File: config.mk
export PLATFORM = sky130hd
export DESIGN_NAME = uop_slot_alloc
export DESIGN_NICKNAME = d
export VERILOG_FILES = /design/src/rtl/uop_alloc_pkg.sv /design/src/rtl/uop_lane_fit.sv /design/src/rtl/uop_mseq_ctrl.sv /design/src/rtl/uop_slot_alloc.sv
export SDC_FILE = /design/constraint.sdc
export NUM_CORES = 1
export LEC_CHECK = 0
export ABC_AREA = 1
export BUFFER_PORTS_ARGS = -buffer_cell sky130_fd_sc_hd__buf_2
export CAP_MARGIN = 30
export CORE_AREA = 2 2 39 41
export CTS_BUF_LIST = sky130_fd_sc_hd__clkbuf_8
export DETAILED_ROUTE_END_ITERATION = 8
export DIE_AREA = 0 0 41 43
export PLACE_DENSITY = 0.53
export SLEW_MARGIN = 10
export SYNTH_ARGS = -nofsm -noshare
export SYNTH_HDL_FRONTEND = slang
export SYNTH_SLANG_ARGS = --single-unit
File: constraint.sdc
create_clock -name clk -period 5.85 [get_ports clk]
set_input_delay 1.4625 -clock clk [delete_from_list [all_inputs] [get_ports clk]]
set_output_delay 1.4625 -clock clk [all_outputs]
set_load 0.005 [all_outputs]
File: src/rtl/uop_alloc_pkg.sv
package uop_alloc_pkg;
   localparam int unsigned LANES      = 4;
   localparam int unsigned CNT_W      = 3;
   localparam int unsigned WIDE_MAX   = 4;
   localparam int unsigned NARROW_MAX = 1;
   localparam int unsigned MS_RATE    = 4;
   localparam int unsigned CONS_W     = $clog2(LANES + 1);

   typedef enum logic {SEQ_IDLE = 1'b0, SEQ_RUN = 1'b1} seq_state_e;
endpackage

File: src/rtl/uop_lane_fit.sv
module uop_lane_fit #(
   parameter int unsigned SLOT     = 0,
   parameter int unsigned CNT_W    = 3,
   parameter int unsigned WIDE_MAX = 4,
   parameter int unsigned NARROW_MAX = 1
) (
   input  logic [CNT_W-1:0] cnt,
   output logic             fits,
   output logic             too_long
);
   localparam int unsigned CAP = (SLOT == 0) ? WIDE_MAX : NARROW_MAX;

   generate
      if (CAP >= (1 << CNT_W)) begin : g_bad_cap
         $error("slot capacity exceeds count field range");
      end
      if (SLOT == 0) begin : g_wide
         assign fits     = (cnt != '0) && (32'(cnt) <= CAP);
         assign too_long = 32'(cnt) > CAP;
      end else begin : g_narrow
         assign fits     = (cnt != '0) && (32'(cnt) <= CAP);
         assign too_long = 1'b0;
      end
   endgenerate
endmodule

File: src/rtl/uop_mseq_ctrl.sv
module uop_mseq_ctrl
   import uop_alloc_pkg::*;
#(
   parameter int unsigned CNT_W   = 3,
   parameter int unsigned MS_RATE = 4
) (
   input  logic             clk,
   input  logic             rst_n,
   input  logic             start,
   input  logic             done,
   output logic             busy,
   output logic [CNT_W-1:0] uops
);
   seq_state_e st_q;

   generate
      if (MS_RATE >= (1 << CNT_W)) begin : g_bad_rate
         $error("sequencer rate does not fit the count width");
      end
   endgenerate

   always_ff @(posedge clk or negedge rst_n) begin
      if (!rst_n)                      st_q <= SEQ_IDLE;
      else if (st_q == SEQ_IDLE && start) st_q <= SEQ_RUN;
      else if (st_q == SEQ_RUN && done)   st_q <= SEQ_IDLE;
   end

   assign busy = (st_q == SEQ_RUN);
   assign uops = busy ? CNT_W'(MS_RATE) : '0;
endmodule

File: src/rtl/uop_slot_alloc.sv
module uop_slot_alloc
   import uop_alloc_pkg::*;
(
   input  logic                   clk,
   input  logic                   rst_n,
   input  logic [LANES*CNT_W-1:0] grp_cnt,
   input  logic                   mseq_done,
   output logic [LANES-1:0]       issue_mask,
   output logic [CONS_W-1:0]      consumed,
   output logic                   mseq_start,
   output logic                   mseq_busy,
   output logic [CNT_W-1:0]       mseq_uops
);
   logic [LANES-1:0] fit;
   logic [LANES-1:0] long_l;

   generate
      if (LANES < 1) begin : g_bad_lanes
         $error("at least one lane required");
      end
      for (genvar i = 0; i < LANES; i++) begin : g_lane
         uop_lane_fit #(
            .SLOT(i), .CNT_W(CNT_W), .WIDE_MAX(WIDE_MAX), .NARROW_MAX(NARROW_MAX)
         ) u_fit (
            .cnt      (grp_cnt[i*CNT_W +: CNT_W]),
            .fits     (fit[i]),
            .too_long (long_l[i])
         );
      end
   endgenerate

   always_comb begin
      logic go;
      go = ~mseq_busy;
      mseq_start = go & long_l[0];
      for (int i = 0; i < LANES; i++) begin
         issue_mask[i] = go & fit[i];
         go            = issue_mask[i];
      end
   end

   always_comb begin
      consumed = CONS_W'(mseq_start);
      for (int i = 0; i < LANES; i++)
         consumed = consumed + CONS_W'(issue_mask[i]);
   end

   uop_mseq_ctrl #(.CNT_W(CNT_W), .MS_RATE(MS_RATE)) u_seq (
      .clk   (clk),
      .rst_n (rst_n),
      .start (mseq_start),
      .done  (mseq_done),
      .busy  (mseq_busy),
      .uops  (mseq_uops)
   );
endmodule

Word-level counts from Yosys, hierarchy flattened
Cells that the tools add are included.
{"block": "totals", "inputBits": 15, "register_bits": 1, "word_cells": 30, "out_inout_bits": 12}
{"block": "op_classes", "n_lt_le_gt_ge": 5, "muxes": 3, "bitwise_logic": 6, "reduce_logical": 11, "n_addsub": 4}
{"operator": "3-bit nonzero test", "count": 4}
{"operator": "3-bit by 1-bit <= comparator with 1-bit output (second input constant)", "count": 3}
{"operator": "3-bit by 1-bit adder with 3-bit output", "count": 2}
{"operator": "1-bit logical AND", "count": 6}
{"operator": "1-bit AND", "count": 5}
{"operator": "2-bit by 1-bit adder with 3-bit output", "count": 1}
{"operator": "3-bit greater-than comparator (second input constant)", "count": 1}
{"operator": "3-bit <= comparator (second input constant)", "count": 1}
{"operator": "3-bit two-way mux", "count": 1}
{"operator": "1-bit by 1-bit adder with 2-bit output", "count": 1}
{"operator": "1-bit two-way mux", "count": 2}
{"operator": "2-bit nonzero test", "count": 1}
{"operator": "1-bit NOT", "count": 1}

Depth between registers and ports, before layout
Gate-level depths: netlist of the first run.
{"block": "depth", "word_depth": 7, "depth_mapped": 8, "ltp_nobuf": 8}

Hierarchy
A second synthesis of the first run with hierarchy kept.
{"block": "unflattened", "cells_unflattened": 49, "area_unflattened_um2": 290.3}
{"module": "uop_slot_alloc", "cells_per_inst": 20, "instances": 1, "area_per_inst_um2": 121.4}
{"module": "uop_lane_fit (g_lane[1].u_fit ...)", "cells_per_inst": 5, "instances": 3, "area_per_inst_um2": 25.0}
{"module": "uop_mseq_ctrl", "cells_per_inst": 10, "instances": 1, "area_per_inst_um2": 70.1}
{"module": "uop_lane_fit (g_lane[0].u_fit)", "cells_per_inst": 4, "instances": 1, "area_per_inst_um2": 23.8}

Least setup slack after synthesis of the first run
OpenSTA, ideal clock, no wires.
{"block": "synth_path", "kind": "in2out", "start": "input grp_cnt[1]", "end": "output consumed[1]", "slack_ps": 1358, "required_time_ps": 4388, "arrival_time_ps": 3029, "path_stages": 8, "path_cell_list": "or2_2 -> ha_1 -> nand2_2 -> inv_1 -> nand3_1 -> nor2_1 -> fa_1 -> ha_1"}
{"block": "synth_between", "elab_chain_len": 7}
{"element": "from (decl)", "line": "uop_slot_alloc.sv:6", "rtl": "input logic [LANES*CNT_W-1:0] grp_cnt,"}
{"element": "3-bit <= comparator / 3-bit nonzero test (equally long branches)", "line": "uop_lane_fit.sv:18", "rtl": "assign fits = (cnt != '0) && (32'(cnt) <= CAP);"}
{"element": "1-bit logical AND *", "line": "uop_lane_fit.sv:18"}
{"element": "1-bit AND *", "line": "uop_slot_alloc.sv:37", "rtl": "issue_mask[i] = go & fit[i];"}
{"element": "named net issue_mask[0]", "line": "uop_slot_alloc.sv:8", "rtl": "output logic [LANES-1:0] issue_mask,"}
{"element": "1-bit AND * (2 in a row)", "line": "uop_slot_alloc.sv:37"}
{"element": "named net issue_mask[2]", "line": "uop_slot_alloc.sv:8"}
{"element": "3-bit by 1-bit adder with 3-bit output / 1-bit AND (equally long branches)", "line": "uop_slot_alloc.sv:45, uop_slot_alloc.sv:37"}
{"element": "3-bit by 1-bit adder with 3-bit output *", "line": "uop_slot_alloc.sv:45", "rtl": "consumed = consumed + CONS_W'(issue_mask[i]);"}
{"element": "to (decl)", "line": "uop_slot_alloc.sv:9", "rtl": "output logic [CONS_W-1:0] consumed,"}
Mark *: on every way through the listed nets, which the timed path passes. The rest lies on a longest branch.

Worst setup path in the final report of the first run
{"block": "layout_path", "start": "input grp_cnt[1]", "end": "output consumed[1]"}
{"block": "layout_between", "elab_chain_len": 7}
{"element": "3-bit <= comparator / 3-bit nonzero test (equally long branches)", "line": "uop_lane_fit.sv:18"}
{"element": "1-bit logical AND", "line": "uop_lane_fit.sv:18"}
{"element": "1-bit AND", "line": "uop_slot_alloc.sv:37"}
{"element": "1-bit by 1-bit adder with 2-bit output / 1-bit AND (equally long branches)", "line": "uop_slot_alloc.sv:45, uop_slot_alloc.sv:37"}
{"element": "2-bit by 1-bit adder with 3-bit output / 1-bit AND (equally long branches)", "line": "uop_slot_alloc.sv:45, uop_slot_alloc.sv:37"}
{"element": "3-bit by 1-bit adder with 3-bit output / 1-bit AND (equally long branches)", "line": "uop_slot_alloc.sv:45, uop_slot_alloc.sv:37"}
{"element": "3-bit by 1-bit adder with 3-bit output *", "line": "uop_slot_alloc.sv:45"}
Every way passes the cells marked *; elsewhere a longest branch is shown, timed or not.

==> impl_results.md, run 1 <==
* Antenna-violating nets left at 0
* Final Hold Vio Count at 0
* Fraction of power consumed by combinational cells at 71.4%
* Core Footprint at 1380 um^2
* Worst-path maximum fanout at 3
* Via density per instance at 3.51
* First-pass GRT wire length at 662 um
* Critical path cell sequence: buf_2 -> or2_2 -> ha_1 -> nand2_2 -> inv_1 -> nand3_1 -> nor2_1 -> fa_1 -> ha_1 -> buf_2
* Antenna violations before repair at 0
* CP required at roughly 4400 ps
* Antenna diodes at 0
* Share of layout cells above drive strength 1 at between 50% and 60%
* DP Area at 330 um^2
* Crit Path Class: primary input to primary output
* CP arrival at 3260 ps
* Tot Pwr at 0.0304 mW
* Crit path capture type: primary output
* Setup Skew at 0 ps
* Starting Density at roughly 15%
* Post-route minimum period at 4730 ps
* Final cell count without fillers at 69
* Period utilization at 80.8%
* DRT iter0 DRCs at 0
* Worst-case setup margin in the final layout at about 1100 ps
* Vias in the first global route at 195
* Placed cells at 69
* Largest net degree at the start of global routing at 4
* Synth top area share at a little under an eighth
* Outcome: finished clean
* Reg power frac at 28.6%
* Final net count at 73
* RSZ-0062 raised after global routing: false
* Clock Power Share at 0%
* Pre-CTS setup slack at about 1100 ps
* Sw frac at 37.9%
* IO Port Bufs at 24
* Full die area at around 1800 um^2
* Max-Cap Viols at 0
* Die W at 41 um
* Mapped Area at 209 um^2
* Avg Cell Area, Syn at 6.74 um^2
* NetSw at 0.0115 mW
* Slowest stage cell, crit path: fa_1
* Post-DP HPWL at between 400 and 500 um
* Clk_lat worst skew at 0 ps
* Area leader, netlist: dfrtp_1
* Reg clk slew, reported paths at 0 ps
* Fillcell total at 169
* Sequential-to-total area share from yosys stat at 12.0%
* DRC at 0
* Multi-input logic area at approximately 140 um^2
* Final setup viols at 0
* Post-CTS Resized at 0
* F_max at 212 MHz
* Lkg Pwr at 0.232 nW
* Postcts setup bufs at 0
* Peak supply drop at ~0.022 mV
* Gpl congestion at roughly 0.64
* Final WL at 441 um
* Setup_tns at 0 ps
* Most area-consuming cells after synthesis: dfrtp_1 (12%), ha_1 (12%), buf_4 (11%), inv_1 (11%), fa_1 (9.6%)
* Gr ovfl total at 0
* Layout Utilization at between 20% and 30%
* Pwr dens at between 90 and 100 nW/um^2
* Hold buffers post-CTS at 0
* Delay of the slowest critical-path stage at 430 ps
* DRT Pass-1 Iters at 1
* Vias at 242
* Worst hold slack at 581 ps
* WL/cell at 6.39 um
* Startpoint Class: primary input
* Synth cell types at 15
* Worst hold path class: flop to flop
* All-layer global routing usage at about 4.9%
* FP Rows at 14
* Pint at 0.0189 mW
* Final Slew Violations at 0
* Largest register FFs at 1
* Synth warn at 0
* Ports at 27
* Seq cells post-synth at 1
* Die height at roughly 43 um
* Fin area at 330 um^2
* FF/Latch Area at 25.0 um^2
* Layout area overhead at 58.1%
* Synth Instances at 31
[cell type report]
cell class              instances  area share (%)
well taps                      16            6.06
inverters                       6            6.82
repair buffers                 24            36.4
flip-flops and latches          1            7.58
multi-input cells              22            43.2
[worst paths after layout]
kind                                  from          end  slack, ps  cells after the start
worst min register to register  u_seq.busy   u_seq.busy        580                      2
min in group asynchronous            rst_n   u_seq.busy       1240                      1
worst max-delay path            grp_cnt[1]  consumed[1]       1120                     10
worst max register to register  u_seq.busy   u_seq.busy       5170                      3
max in group asynchronous            rst_n   u_seq.busy       4530                      1
worst min-delay path            u_seq.busy   u_seq.busy        580                      2
[critical path: cells and delay by family]
kind / cells / cell delay (ps)
buf+inv: 3 / 280
simple gates: 4 / 530
fa+ha+maj: 3 / 980
[power by group through the flow]
stage	Combinational [mW]	Sequential (mW)	Clock, mW
finish	0.0217	0.00868	0
global route	0.0255	0.00894	0
CTS	0.0224	0.00873	0
detailed placement	0.0224	0.00872	0
global placement	0.0222	0.00863	0
floorplan	0.0133	0.00885	0
[synth_stat cells]
cell	number
buf_4	3
conb_1	1
dfrtp_1	1
fa_1	1
ha_1	2
inv_1	6
nand2_1	5
nand2_2	2
nand3_1	1
nand3_2	1
nor2_1	4
nor2_2	1
nor2_4	1
o21ai_0	1
or2_2	1
[cell usage in the layout, fill, tap and decap left out, drive strengths merged]
cell type and instances:
dfrtp 1, inv 6, buf 24, nand3 2, conb 2, nand2 7, ha 2, fa 1
or2 1, nor2 6, o21ai 1
[logic make-up after synthesis]
group | count (synthesis) | share of synthesized area [%]
other | 1 | 1.79
and+or+nand+nor | 16 | 40.7
buffers and inverters | 9 | 21.6
adders and majority gates | 3 | 21.6
AOI/OAI and AO/OA | 1 | 2.39
DFF | 1 | 12.0
[metal layers]
layer	GRT usage (%)	vias up	routed length, um
met4	0	0	0
met3	0.524	0	56
met1	5.10	101	153
li1	-	130	-
met5	0	-	0
met2	10.0	11	232
No activity file was read; power rests on OpenSTA's default activity.
==> run 2: changes to the inputs <==
--- a/config.mk
+++ b/config.mk
@@ -5,7 +5,7 @@
 export SDC_FILE = /design/constraint.sdc
 export NUM_CORES = 1
 export LEC_CHECK = 0
-export ABC_AREA = 1
+export ABC_AREA = 0
 export BUFFER_PORTS_ARGS = -buffer_cell sky130_fd_sc_hd__buf_2
 export CAP_MARGIN = 30
 export CORE_AREA = 2 2 39 41
==> constraint.sdc (replaced) <==
create_clock -name clk -period 4.28 [get_ports clk]
set_input_delay 1.07 -clock clk [delete_from_list [all_inputs] [get_ports clk]]
set_output_delay 1.07 -clock clk [all_outputs]
set_load 0.005 [all_outputs]
==> impl_results.md, run 2 <==
* Outcome: finished clean
* Reg clk slew, reported paths at 0 ps (unchanged)
* Gr ovfl total at 0 (unchanged)
* DRC at 0 (unchanged)
* First-pass GRT wire length at 731 um (+10%)
* FP Rows at 14 (unchanged)
* RSZ-0062 raised after global routing: false
* Post-route minimum period at 3970 ps
* Reg-to-reg slack, setup at 3590 ps (-1580 ps)
* Final Hold Vio Count at 0 (unchanged)
* Vias at 228 (-5.8%)
* Die W at 41 um (unchanged)
* Slowest stage cell, crit path: fa_1
* Antenna diodes at 0 (unchanged)
* DRT Pass-1 Iters at 1 (unchanged)
* Seq cells post-synth at 1 (unchanged)
* Synth cell types at 16 (+1)
* Worst hold path class: flop to flop
* Final net count at 65 (-11%)
* Clock Power Share at 0% (unchanged)
* Avg Cell Area, Syn at 8.27 um^2 (+23%)
* Most area-consuming cells after synthesis: dfrtp_1 (13%), ha_1 (13%), nor3b_2 (13%), buf_4 (12%), fa_1 (11%)
* Worst hold slack at 538 ps (-43.0 ps)
* Die height at 43 um (unchanged)
* Fraction of power consumed by combinational cells at 66.4% (-5.0 points)
* Clk_lat worst skew at 0 ps (unchanged)
* Gpl congestion at 0.531 (-17%)
* Peak supply drop at 0.0405 mV (+86%)
* Antenna violations before repair at 0 (unchanged)
* CP arrival at 2900 ps (-360 ps)
* Fillcell total at 171 (+1.2%)
* Synth top cells by count: buf_4 (3), nor2_1 (3), ha_1 (2), inv_1 (2), nor3b_2 (2)
* Largest register FFs at 1 (unchanged)
* Largest net degree at the start of global routing at 7 (+3)
* Ports at 27 (unchanged)
* Vias in the first global route at 216 (+11%)
* DRT iter0 DRCs at 0 (unchanged)
* Worst path bufs/invs at 2 (-1)
* Final setup viols at 0 (unchanged)
* Share of layout cells above drive strength 1 at 64.4% (+7.8 points)
* Synth Instances at 23 (-26%)
* Final WL at 457 um (+3.6%)
* Synth Flop Type: dfrtp_1
* Post-DP HPWL at 444 um (+0.66%)
* Number of synthesized flops with an enable pin at 0 (unchanged)
* Antenna-violating nets left at 0 (unchanged)
* Mapped Area at 190 um^2 (-9.0%)
* Setup Skew at 0 ps (unchanged)
* Delay of the slowest critical-path stage at 420 ps (about the same)
* Period utilization at 92.7%
* Critical path cell sequence: buf_2 -> or2_2 -> ha_1 -> nor2b_2 -> and3_2 -> fa_1 -> ha_1 -> buf_2
* Via density per instance at 3.74 (+6.6%)
* Full die area at 1760 um^2 (unchanged)
* Synth warn at 0 (unchanged)
* Multi-input logic area at 139 um^2 (-2.6%)
* Post-CTS Resized at 0 (unchanged)
* Starting Density at 13.7% (-1.4 points)
* Final Slew Violations at 0 (unchanged)
* Most common cell after layout, fill and taps aside: buf_2
* Pint at 0.0280 mW (+49%)
* Pwr dens at 139 nW/um^2 (+51%)
* CP required at 3210 ps (-1180 ps)
* F_max at between 200 and 300 MHz
* Crit path capture type: primary output
* Reg power frac at 33.6% (+5.0 points)
* Core Footprint at 1380 um^2 (unchanged)
* Area leader, netlist: dfrtp_1
* Sequential-to-total area share from yosys stat at 13.2% (+1.2 points)
* Worst-path maximum fanout at 4 (+1)
* Layout area overhead at 63.8%
* Synth top area share at 13.2% (+1.2 points)
* FF/Latch Area at 25.0 um^2 (unchanged)
* Max-Cap Viols at 0 (unchanged)
* Setup_tns at 0 ps (unchanged)
* Ys async rst share at 100% (unchanged)
* All-layer global routing usage at 5.41% (+0.51 points)
* Postcts setup bufs at 0 (unchanged)
* Most frequent cells in the layout: buf_2 (24), nor2_1 (3)
* IO Port Bufs at 24 (unchanged)
* Crit-path leading delay family: adder cells
* NetSw at 0.0152 mW (+32%)
* Hold buffers post-CTS at 0 (unchanged)
* WL/cell at 7.49 um (+17%)
* Crit Path Class: primary input to primary output
* Lkg Pwr at 0.201 nW (-13%)
* Sw frac at 35.2% (-2.8 points)
* Startpoint Class: primary input
[run 2: changes by cell type after synthesis, moves of 2 or more]
cell | before | now
nor3b_2 | 0 | 2
inv_1 | 6 | 2
nand2_1 | 5 | 1
nand2_2 | 2 | 0
[run 2: metrics by stage]
step                      std cells  util [%]  instance area (um^2)  power [mW]  setup slack (ps)
final                            61      22.5                   312      0.0432               312
after global routing             61      22.5                   312      0.0488               244
after CTS                        61      22.5                   312      0.0441               292
after detailed placement         61      22.5                   312      0.0440               292
after global placement           61      22.5                   312      0.0437               317
after floorplan                  24         -                   194      0.0314               540
[run 2: cell type report]
class	count	area share (%)
Multi-Input combinational cell	18	44.6
Timing Repair Buffer	24	38.6
Sequential cell	1	8.03
Tap cell	16	6.43
Inverter	2	2.41
[run 2: routing by layer]
layer  wire (um)  global-route usage [%]
met2         232                    10.6
met5           0                       0
met1         149                    5.75
met4           0                       0
met3          75                    1.05
[run 2: power by group through the flow]
stage	combinational [mW]	sequential [mW]	clock (mW)
3_5_place_dp	0.0293	0.0147	0
3_3_place_gp	0.0291	0.0145	0
5_1_grt	0.0337	0.0151	0
4_1_cts	0.0294	0.0147	0
6_report	0.0287	0.0145	0
2_1_floorplan	0.0167	0.0146	0
[run 2: kinds of logic (layout without fill, tap and decap cells)]
family / after synthesis / after routing / share of synthesized area (%)
AO/OA/AOI/OAI: 2 / 2 / 6.58
adder cells (fa/ha/maj): 3 / 3 / 23.7
buffers and inverters: 5 / 26 / 15.8
flip-flops: 1 / 1 / 13.2
other: 1 / 2 / 1.97
AND/OR/NAND/NOR: 11 / 11 / 38.8
[run 2: worst register-to-register path, cell delays in order, from the launching register on]
cell and delay [ps]:
dfrtp_1 400, nor2_1 110, a21oi_1 50
[run 2: final timing paths]
path                             from     endpoint  cells after the start
max in group asynchronous       rst_n   u_seq.busy                      1
hold reg to reg            u_seq.busy   u_seq.busy                      1
setup / recovery           grp_cnt[1]  consumed[1]                      8
min in group asynchronous       rst_n   u_seq.busy                      1
setup reg to reg           u_seq.busy   u_seq.busy                      2
hold / removal             u_seq.busy   u_seq.busy                      1
